**src/rtl/vnib_pkg.sv**
```systemverilog
package vnib_pkg;

    // Component tag carried with every rebuilt byte
    typedef enum logic [1:0] {
        TAG_Y  = 2'b00,
        TAG_CB = 2'b01,
        TAG_CR = 2'b10
    } lane_tag_e;

    // Position inside the four-byte chroma/luma pattern
    localparam int PHASE_W = 2;

endpackage

```
**src/rtl/nib_assembler.sv**
```systemverilog
module nib_assembler #(
    parameter int DATA_W = 8
) (
    input  logic              clk,
    input  logic              rst_n,
    input  logic              pix_en,
    input  logic              line_vld,
    input  logic              cfg_nibble,
    input  logic [DATA_W-1:0] din,
    output logic              byte_stb,
    output logic [DATA_W-1:0] byte_val,
    output logic              byte_first
);
    localparam int HALF_W = DATA_W / 2;

    typedef struct packed {
        logic              half_full;
        logic [HALF_W-1:0] hold;
        logic              sol_pend;
    } asm_state_t;

    asm_state_t st_d, st_q;
    logic [HALF_W-1:0] nib_in;

    assign nib_in = din[DATA_W-1 -: HALF_W];

    always_comb begin
        st_d       = st_q;
        byte_stb   = 1'b0;
        byte_val   = din;
        byte_first = st_q.sol_pend;
        if (pix_en) begin
            if (!line_vld) begin
                // line gap: drop any half byte, restart at the high half
                st_d.half_full = 1'b0;
                st_d.sol_pend  = 1'b1;
            end else if (cfg_nibble) begin
                if (!st_q.half_full) begin
                    st_d.half_full = 1'b1;
                    st_d.hold      = nib_in;
                end else begin
                    st_d.half_full = 1'b0;
                    st_d.sol_pend  = 1'b0;
                    byte_stb       = 1'b1;
                    byte_val       = {st_q.hold, nib_in};
                end
            end else begin
                st_d.half_full = 1'b0;
                st_d.sol_pend  = 1'b0;
                byte_stb       = 1'b1;
            end
        end
    end

    always_ff @(posedge clk) begin
        if (!rst_n) begin
            st_q.half_full <= 1'b0;
            st_q.hold      <= '0;
            st_q.sol_pend  <= 1'b1;
        end else begin
            st_q <= st_d;
        end
    end

    // bytes come only from qualified beats
    assert_accept_only_R7: assert property (@(posedge clk) disable iff (!rst_n)
        byte_stb |-> (pix_en && line_vld));

    // after a line gap in nibble mode, the very next beat cannot finish a byte
    assert_drop_half_R9: assert property (@(posedge clk) disable iff (!rst_n)
        (pix_en && !line_vld && cfg_nibble) |=> !(byte_stb && cfg_nibble));

endmodule

```
**src/rtl/lane_tagger.sv**
```systemverilog
module lane_tagger
    import vnib_pkg::*;
#(
    parameter int DATA_W = 8
) (
    input  logic              clk,
    input  logic              rst_n,
    input  logic              in_stb,
    input  logic [DATA_W-1:0] in_data,
    input  logic              in_first,
    input  logic              cfg_u_first,
    input  logic              cfg_bitrev,
    output logic              out_valid,
    output logic [1:0]        out_tag,
    output logic [DATA_W-1:0] out_data,
    output logic              out_sol
);
    typedef struct packed {
        logic [PHASE_W-1:0] phase;
        logic               valid;
        lane_tag_e          tag;
        logic [DATA_W-1:0]  data;
        logic               sol;
    } tag_state_t;

    tag_state_t st_d, st_q;
    logic [DATA_W-1:0]  rev_data;
    logic [PHASE_W-1:0] cur_ph;
    lane_tag_e          cur_tag;

    for (genvar gi = 0; gi < DATA_W; gi++) begin : g_rev
        assign rev_data[gi] = in_data[DATA_W-1-gi];
    end

    always_comb begin
        st_d       = st_q;
        cur_ph     = in_first ? '0 : st_q.phase;
        unique case (cur_ph)
            2'd0:    cur_tag = cfg_u_first ? TAG_CB : TAG_CR;
            2'd2:    cur_tag = cfg_u_first ? TAG_CR : TAG_CB;
            default: cur_tag = TAG_Y;
        endcase
        st_d.valid = in_stb;
        if (in_stb) begin
            st_d.phase = cur_ph + 1'b1;
            st_d.tag   = cur_tag;
            st_d.data  = cfg_bitrev ? rev_data : in_data;
            st_d.sol   = in_first;
        end
    end

    always_ff @(posedge clk) begin
        if (!rst_n) begin
            st_q.phase <= '0;
            st_q.valid <= 1'b0;
            st_q.tag   <= TAG_Y;
            st_q.data  <= '0;
            st_q.sol   <= 1'b0;
        end else begin
            st_q <= st_d;
        end
    end

    assign out_valid = st_q.valid;
    assign out_tag   = st_q.tag;
    assign out_data  = st_q.data;
    assign out_sol   = st_q.sol;

    // reserved tag code never leaves the block
    assert_tag_code_R4: assert property (@(posedge clk) disable iff (!rst_n)
        out_valid |-> (out_tag != 2'b11));

    // a line always opens on a chroma sample
    assert_sol_chroma_R10: assert property (@(posedge clk) disable iff (!rst_n)
        (out_valid && out_sol) |-> (out_tag != TAG_Y));

    // every output strobe answers exactly one assembled byte
    assert_one_strobe_R11: assert property (@(posedge clk) disable iff (!rst_n)
        out_valid |-> $past(in_stb));

endmodule

```
**src/rtl/nibble_stream_rebuild.sv**
```systemverilog
module nibble_stream_rebuild #(
    parameter int DATA_W = 8
) (
    input  logic              clk,
    input  logic              rst_n,
    input  logic              pix_en,
    input  logic              line_vld,
    input  logic [DATA_W-1:0] din,
    input  logic              cfg_nibble,
    input  logic              cfg_u_first,
    input  logic              cfg_bitrev,
    output logic              out_valid,
    output logic [1:0]        out_tag,
    output logic [DATA_W-1:0] out_data,
    output logic              out_sol
);
    logic              asm_stb;
    logic [DATA_W-1:0] asm_val;
    logic              asm_first;

    nib_assembler #(.DATA_W(DATA_W)) u_asm (
        .clk        (clk),
        .rst_n      (rst_n),
        .pix_en     (pix_en),
        .line_vld   (line_vld),
        .cfg_nibble (cfg_nibble),
        .din        (din),
        .byte_stb   (asm_stb),
        .byte_val   (asm_val),
        .byte_first (asm_first)
    );

    lane_tagger #(.DATA_W(DATA_W)) u_tag (
        .clk         (clk),
        .rst_n       (rst_n),
        .in_stb      (asm_stb),
        .in_data     (asm_val),
        .in_first    (asm_first),
        .cfg_u_first (cfg_u_first),
        .cfg_bitrev  (cfg_bitrev),
        .out_valid   (out_valid),
        .out_tag     (out_tag),
        .out_data    (out_data),
        .out_sol     (out_sol)
    );

    // an output needs a qualified beat one cycle earlier
    assert_lat_R2: assert property (@(posedge clk) disable iff (!rst_n)
        out_valid |-> $past(pix_en && line_vld));

endmodule

```
**config.mk**
```make
export PLATFORM = sky130hd
export DESIGN_NAME = nibble_stream_rebuild
export DESIGN_NICKNAME = d
export VERILOG_FILES = /design/src/rtl/vnib_pkg.sv /design/src/rtl/nib_assembler.sv /design/src/rtl/lane_tagger.sv /design/src/rtl/nibble_stream_rebuild.sv
export SDC_FILE = /design/constraint.sdc
export NUM_CORES = 1
export LEC_CHECK = 0
export ABC_AREA = 1
export BUFFER_PORTS_ARGS = -buffer_cell sky130_fd_sc_hd__buf_2
export CAP_MARGIN = 25
export CORE_UTILIZATION = 47
export DETAILED_ROUTE_END_ITERATION = 10
export PLACE_DENSITY_LB_ADDON = 0.3
export SYNTH_ARGS = -nofsm -noshare
export SYNTH_HDL_FRONTEND = slang
export SYNTH_SLANG_ARGS = --single-unit
```
**constraint.sdc**
```tcl
create_clock -name clk -period 1.3 [get_ports clk]
set_clock_uncertainty 0.2 [all_clocks]
set_input_delay 0.26 -clock clk [delete_from_list [all_inputs] [get_ports clk]]
set_output_delay 0.26 -clock clk [all_outputs]
set_load 0.01 [all_outputs]
```
==> flow_summary.toml, run 1 <==
[run_status]
outcome = "finished clean"

[route]
wire_per_inst_um = 10.0
routed_wl_um = 2220
drt_iter0_drc = 23
viasPerCell = 4.62
vias = 1025
postRouteAntennaNets = 0
route.detailed.drc = 0
drt_pre_antenna_iters = 4

[place]
dp_slack_ns = -0.0597
dpl.hpwl_um = 1650
place_area_um2 = 1240
place_congestion = 0.796
portBuffers = 26

[grt]
grt_pass1_wl_um = 3530
grt_max_degree = 17
track_usage = 0.187
grt_overflow = 0
grt_pass1_vias = 872
antenna_found_initial = 0

[synthesis]
yosys.area.top_type_share = 0.360
yosysSeqAreaShare = 0.360
synthCells = 171
synth_area_um2 = 1110
yosysUniqueCellTypes = 20
syn_area_per_cell_um2 = 6.51
yosysWarnings = 0
yosysTopAreaCell = "dfxtp_1"
synth_area_leaders = "dfxtp_1 36%, nand3_1 11%, nand2_1 10%, inv_1 9.1%, nor2_1 7.8%"
synth_fp_nets = 188
ys_seq_elements = 20

[floorplanning]
start_util = 0.503
rows = 17
die_area_um2 = 2570
die_h_um = 50.7
die_x_um = 50.7
ios = 27
coreArea_um2 = 2210

[worst_hold_path]
hold_start = "din[4]"
min_path_type = "in -> reg"

[layout]
final_cell_mix = "26 x inv_1, 26 x nand2_1, 26 x buf_2"
fin_area_um2 = 1320
drive_above_1_share = 0.320
num_antenna_cells = 0
layout.nets = 213
areaGrowthSynthToFinish_pct = 18.5

[pwr]
clockPowerShare = 0.239
power-per-cell-area_nw_per_um2 = 910
power.share.switching = 0.281
power.share.sequential = 0.556
p_leak_nw = 0.728
p_comb_frac = 0.205
internal-power_uw = 863
vdd_ir_drop_max_v = 0.000571
p_sw_uw = 338

[sta]
fmax_ghz = 0.781
fin_crit_ns = 1.28
setup_viol = 0
hold_violations = 0
fin_ws_ns = 0.0192
fin_crit_sh = 0.985
finalMaxSlewViolations = 0
relSlewSlack = 0.802
tightest_slew_ns = 0.295
rsz0062_at_grt = "true"

[cts]
clock_latency_ns = 0.30
clkSlewWorstSetupHoldPaths_ns = 0.10
numCtsBuffers = 3
cts_max_level = 1
root_buffer = "clkbuf_4"
cts_num_sinks = 20
hold_buffers = 0
cts_tree = "yes"
clockBufferDepth = 2

[critical_path]
cp.arrival_ns = 1.29
cp.required_ns = 1.31
cp_max_fo = 16
start_kind = "flip-flop"
critPathLaunch = "u_asm.st_q[5]"
r2r_start = "u_asm.st_q[5]"
cp-end-kind = "flip-flop"
crit_type = "reg -> reg"

[job]
drv_cap = 0
[kinds of logic (layout without fill, tap and decap cells)]
group,Yosys count,in the layout,synth area share
AOI/OAI and AO/OA,20,20,0.0966
adders and majority gates,2,2,0.0225
buffers and inverters,46,69,0.199
DFF,20,20,0.360
and+or+nand+nor,83,83,0.322
[metal layers]
| layer | GRT usage | share of wire |
|---|---|---|
| met1 | 0.232 | 0.48 |
| met2 | 0.293 | 0.46 |
| met3 | 0.0394 | 0.038 |
| met4 | 0.111 | 0.022 |
| met5 | 0 | 0 |
[power groups by stage]
stage               Clock [mW]  Sequential, mW  Combinational (mW)
floorplan                    0           0.678               0.171
global placement             0           0.677               0.224
detailed placement           0           0.679               0.232
CTS                      0.287           0.665               0.235
global route             0.322           0.672               0.278
finish                   0.286           0.668               0.247
[area by class of cell]
| type | instances | area, µm² |
|---|---|---|
| sequential | 20 | 404 |
| tap | 28 | 35.0 |
| fill | 227 | 892 |
| clock buffer | 3 | 22.5 |
| multi-input combinational | 105 | 536 |
| timing repair buffer | 34 | 203 |
| inverter | 32 | 120 |
[cells in the mapped netlist]
cell type  count
ha_1           2
nand2_2        3
nand3_1       24
nor2_2         1
nor2_4         1
clkbuf_1       2
a21oi_1        6
o221ai_1       1
inv_2          4
dfxtp_1       20
buf_4         11
buf_6          1
nor2_1        23
inv_1         27
o21ai_1        2
a211oi_1       1
o21ai_0        9
nand2_1       31
clkinv_1       1
a31oi_1        1
[stage by stage]
step	utilization	hold WS (ns)	instances	power, mW	TNS [ns]
floorplan	-	0.208	171	0.849	0
global placement	0.562	0.259	218	0.902	-0.0547
detailed placement	0.562	0.267	218	0.911	-0.457
CTS	0.575	0.0410	221	1.19	0
global route	0.597	0.0532	222	1.27	-0.501
finish	0.597	0.0358	222	1.20	0
[worst max-delay path, cell delays in order (launching register included)]
cell     delay, ns
dfxtp_2       0.34
inv_2         0.07
nand2_2       0.06
nand2_2       0.08
inv_2         0.05
buf_12        0.14
nor2_1        0.10
nor2_1        0.05
nand2_1       0.07
inv_1         0.03
[repair_timing]
action	CTS	global route
endpoints found under the setup margin	7	12
hold endpoints to repair	0	0
pin swaps	1	2
gates resized for setup	2	20
buffers inserted	0	1
[final timing paths]
kind,endpoint,cells after the start,slack (ns)
worst min register to register,u_tag.st_q[12],1,0.26
worst max-delay path,u_tag.out_data[6],9,0.02
worst min-delay path,u_asm.st_q[1],3,0.04
worst max register to register,u_tag.out_data[6],9,0.02
[registers in the layout, indices dropped and copies added, names as in the netlist]
signal            count
u_asm.st_q            5
u_tag.out_data        8
u_tag.st_q            2
u_tag.out_tag         2
u_tag.out_valid       1
u_tag.out_sol         1
u_asm.byte_first      1
Power figures use the tool's default switching activity.
==> run 2: changes to the inputs <==
==> constraint.sdc (replaced) <==
create_clock -name clk -period 1.3 [get_ports clk]
set_clock_uncertainty 0.2 [all_clocks]
set_input_delay 0.065 -clock clk [delete_from_list [all_inputs] [get_ports clk]]
set_output_delay 0.065 -clock clk [all_outputs]
set_load 0.01 [all_outputs]
==> run 2 against run 1 <==
  * The flow now finishes with violations (negative hold slack, negative setup slack)
  * Maximum frequency decreased by 4.3%
  * Highest routed layer unchanged
  * Global-route usage rose by 2.5 points
  * Critical path type unchanged
  * Largest cell class unchanged
  * Die area unchanged
  * Sequential share of layout area shrank 4.1 points
  * Cell count increased by 5.9%
==> flow_summary.toml, run 2 (synthesis results as in run 1) <==
[layout]
layout.nets = 225
final_util = 0.688
final_common_cell = "buf_2"
final_cell_mix = "26 x buf_2, 25 x inv_1, 22 x nand2_1, 22 x nand3_1, 22 x nor2_1"
largest_reg_flops = 8
drive_above_1_share = 0.314
areaGrowthSynthToFinish_pct = 36.7
num_antenna_cells = 0

[floorplanning]
die_h_um = 50.7
ios = 27
rows = 17
start_util = 0.503
coreArea_um2 = 2210
die_x_um = 50.7
die_area_um2 = 2570

[critical_path]
crit_type = "reg -> reg"
slowest_delay_ns = 0.36
cp_max_fo = 8
cpMaxStageDelayCell = "dfxtp_2"
path_cells = "nand2_2 > nor2_4 > nand2_1 > nand3_1 > nand3_1 > nand2_1 > inv_1"
crit_buf_inv = 1
path_delay_family = "simple AND/OR/NAND/NOR gates"
cp.arrival_ns = 1.38
cp-end-kind = "flip-flop"
cp.required_ns = 1.34
start_kind = "flip-flop"

[place]
dpl.hpwl_um = 1690
place_congestion = 0.758
portBuffers = 26

[pwr]
p_total_mw = 1.35
power-per-cell-area_nw_per_um2 = 888
vdd_ir_drop_max_v = 0.000715
p_leak_nw = 0.825

[route]
postRouteAntennaNets = 0
routed_wl_um = 2520
drt_iter0_drc = 23
drt_pre_antenna_iters = 4
route.detailed.drc = 0
wire_per_inst_um = 10.7
viasPerCell = 4.80
vias = 1129

[sta]
fin_crit_ns = 1.34
setup_viol = 4
fin_ws_ns = -0.0376
fmax_ghz = 0.748
hold_violations = 1
rsz0062_at_grt = "true"
fin_crit_sh = 1.03
finalMaxSlewViolations = 0
tightest_slew_ns = 0.293
relSlewSlack = 0.803
holdWs_ns = -0.00290

[job]
drv_cap = 0

[cts]
cts_tree = "yes"
root_buffer = "clkbuf_4"
clock_latency_ns = 0.32
post_cts_buffers = 0
cts_max_level = 1
numCtsBuffers = 3
cts_num_sinks = 20
clkSlewWorstSetupHoldPaths_ns = 0.13
clockBufferDepth = 2

[grt]
grt_max_degree = 19
antenna_found_initial = 0
grt_pass1_vias = 1020
grt_overflow = 0
grt_pass1_wl_um = 4080
track_usage = 0.212

[run_status]
outcome = "finished with violations"
violations = "negative hold slack, negative setup slack"

[worst_hold_path]
min_path_type = "in -> reg"
-- run 2: what timing repair did --
| action | 4_1_cts | 5_1_grt |
|---|---|---|
| hold endpoints to repair | 19 | 0 |
| hold buffers | 14 | 0 |
| pin swaps | 1 | 5 |
| endpoints found under the setup margin | 5 | 12 |
| cloned | 0 | 1 |
| resized for setup | 4 | 29 |
-- run 2: power by group --
group	internal (mW)	switching (mW)
Clock	0.172	0.218
Sequential	0.650	0.0214
Combinational	0.137	0.153
-- run 2: worst register-to-register path: stages (launching register included) --
cell,delay (ns)
dfxtp_2,0.36
nand2_2,0.07
nor2_4,0.22
nand2_1,0.12
nand3_1,0.11
nand3_1,0.08
nand2_1,0.06
inv_1,0.03
-- run 2: path summary, 6_finish.rpt --
path,from,to,slack (ns),cells after the start
max,u_asm.st_q[5],u_tag.out_data[5],-0.04,7
min,line_vld,u_asm.st_q[4],-0.003,4
max reg2reg,u_asm.st_q[5],u_tag.out_data[5],-0.04,7
min reg2reg,u_tag.out_tag[1],u_tag.out_tag[1],0.29,2
-- run 2: per-layer routing --
metal	global-route usage	vias up	wire length (µm)
li1	-	596	-
met1	0.252	496	1190
met2	0.367	30	1170
met3	0.0182	7	91
met4	0.125	0	68
met5	0	-	0
-- run 2: final cells by class --
type                       instances  area, µm²
clock buffer                       4       36.3
multi-input combinational        105        571
inverter                          32        125
timing repair buffer              46        352
fill                             190        689
sequential                        20        404
tap                               28       35.0
-- run 2: metrics by stage --
stage                     TNS, ns  cells  hold WS [ns]  area, µm²  setup WS (ns)
after floorplan                 0    171        0.0133       1110         0.0516
after global routing       -0.915    235        0.0336       1520         -0.119
after detailed placement  -0.0158    216         0.144       1230        -0.0158
after CTS                       0    234      0.000701       1410         0.0101
after global placement          0    216         0.141       1230         0.0321
final                     -0.0635    235      -0.00290       1520        -0.0376
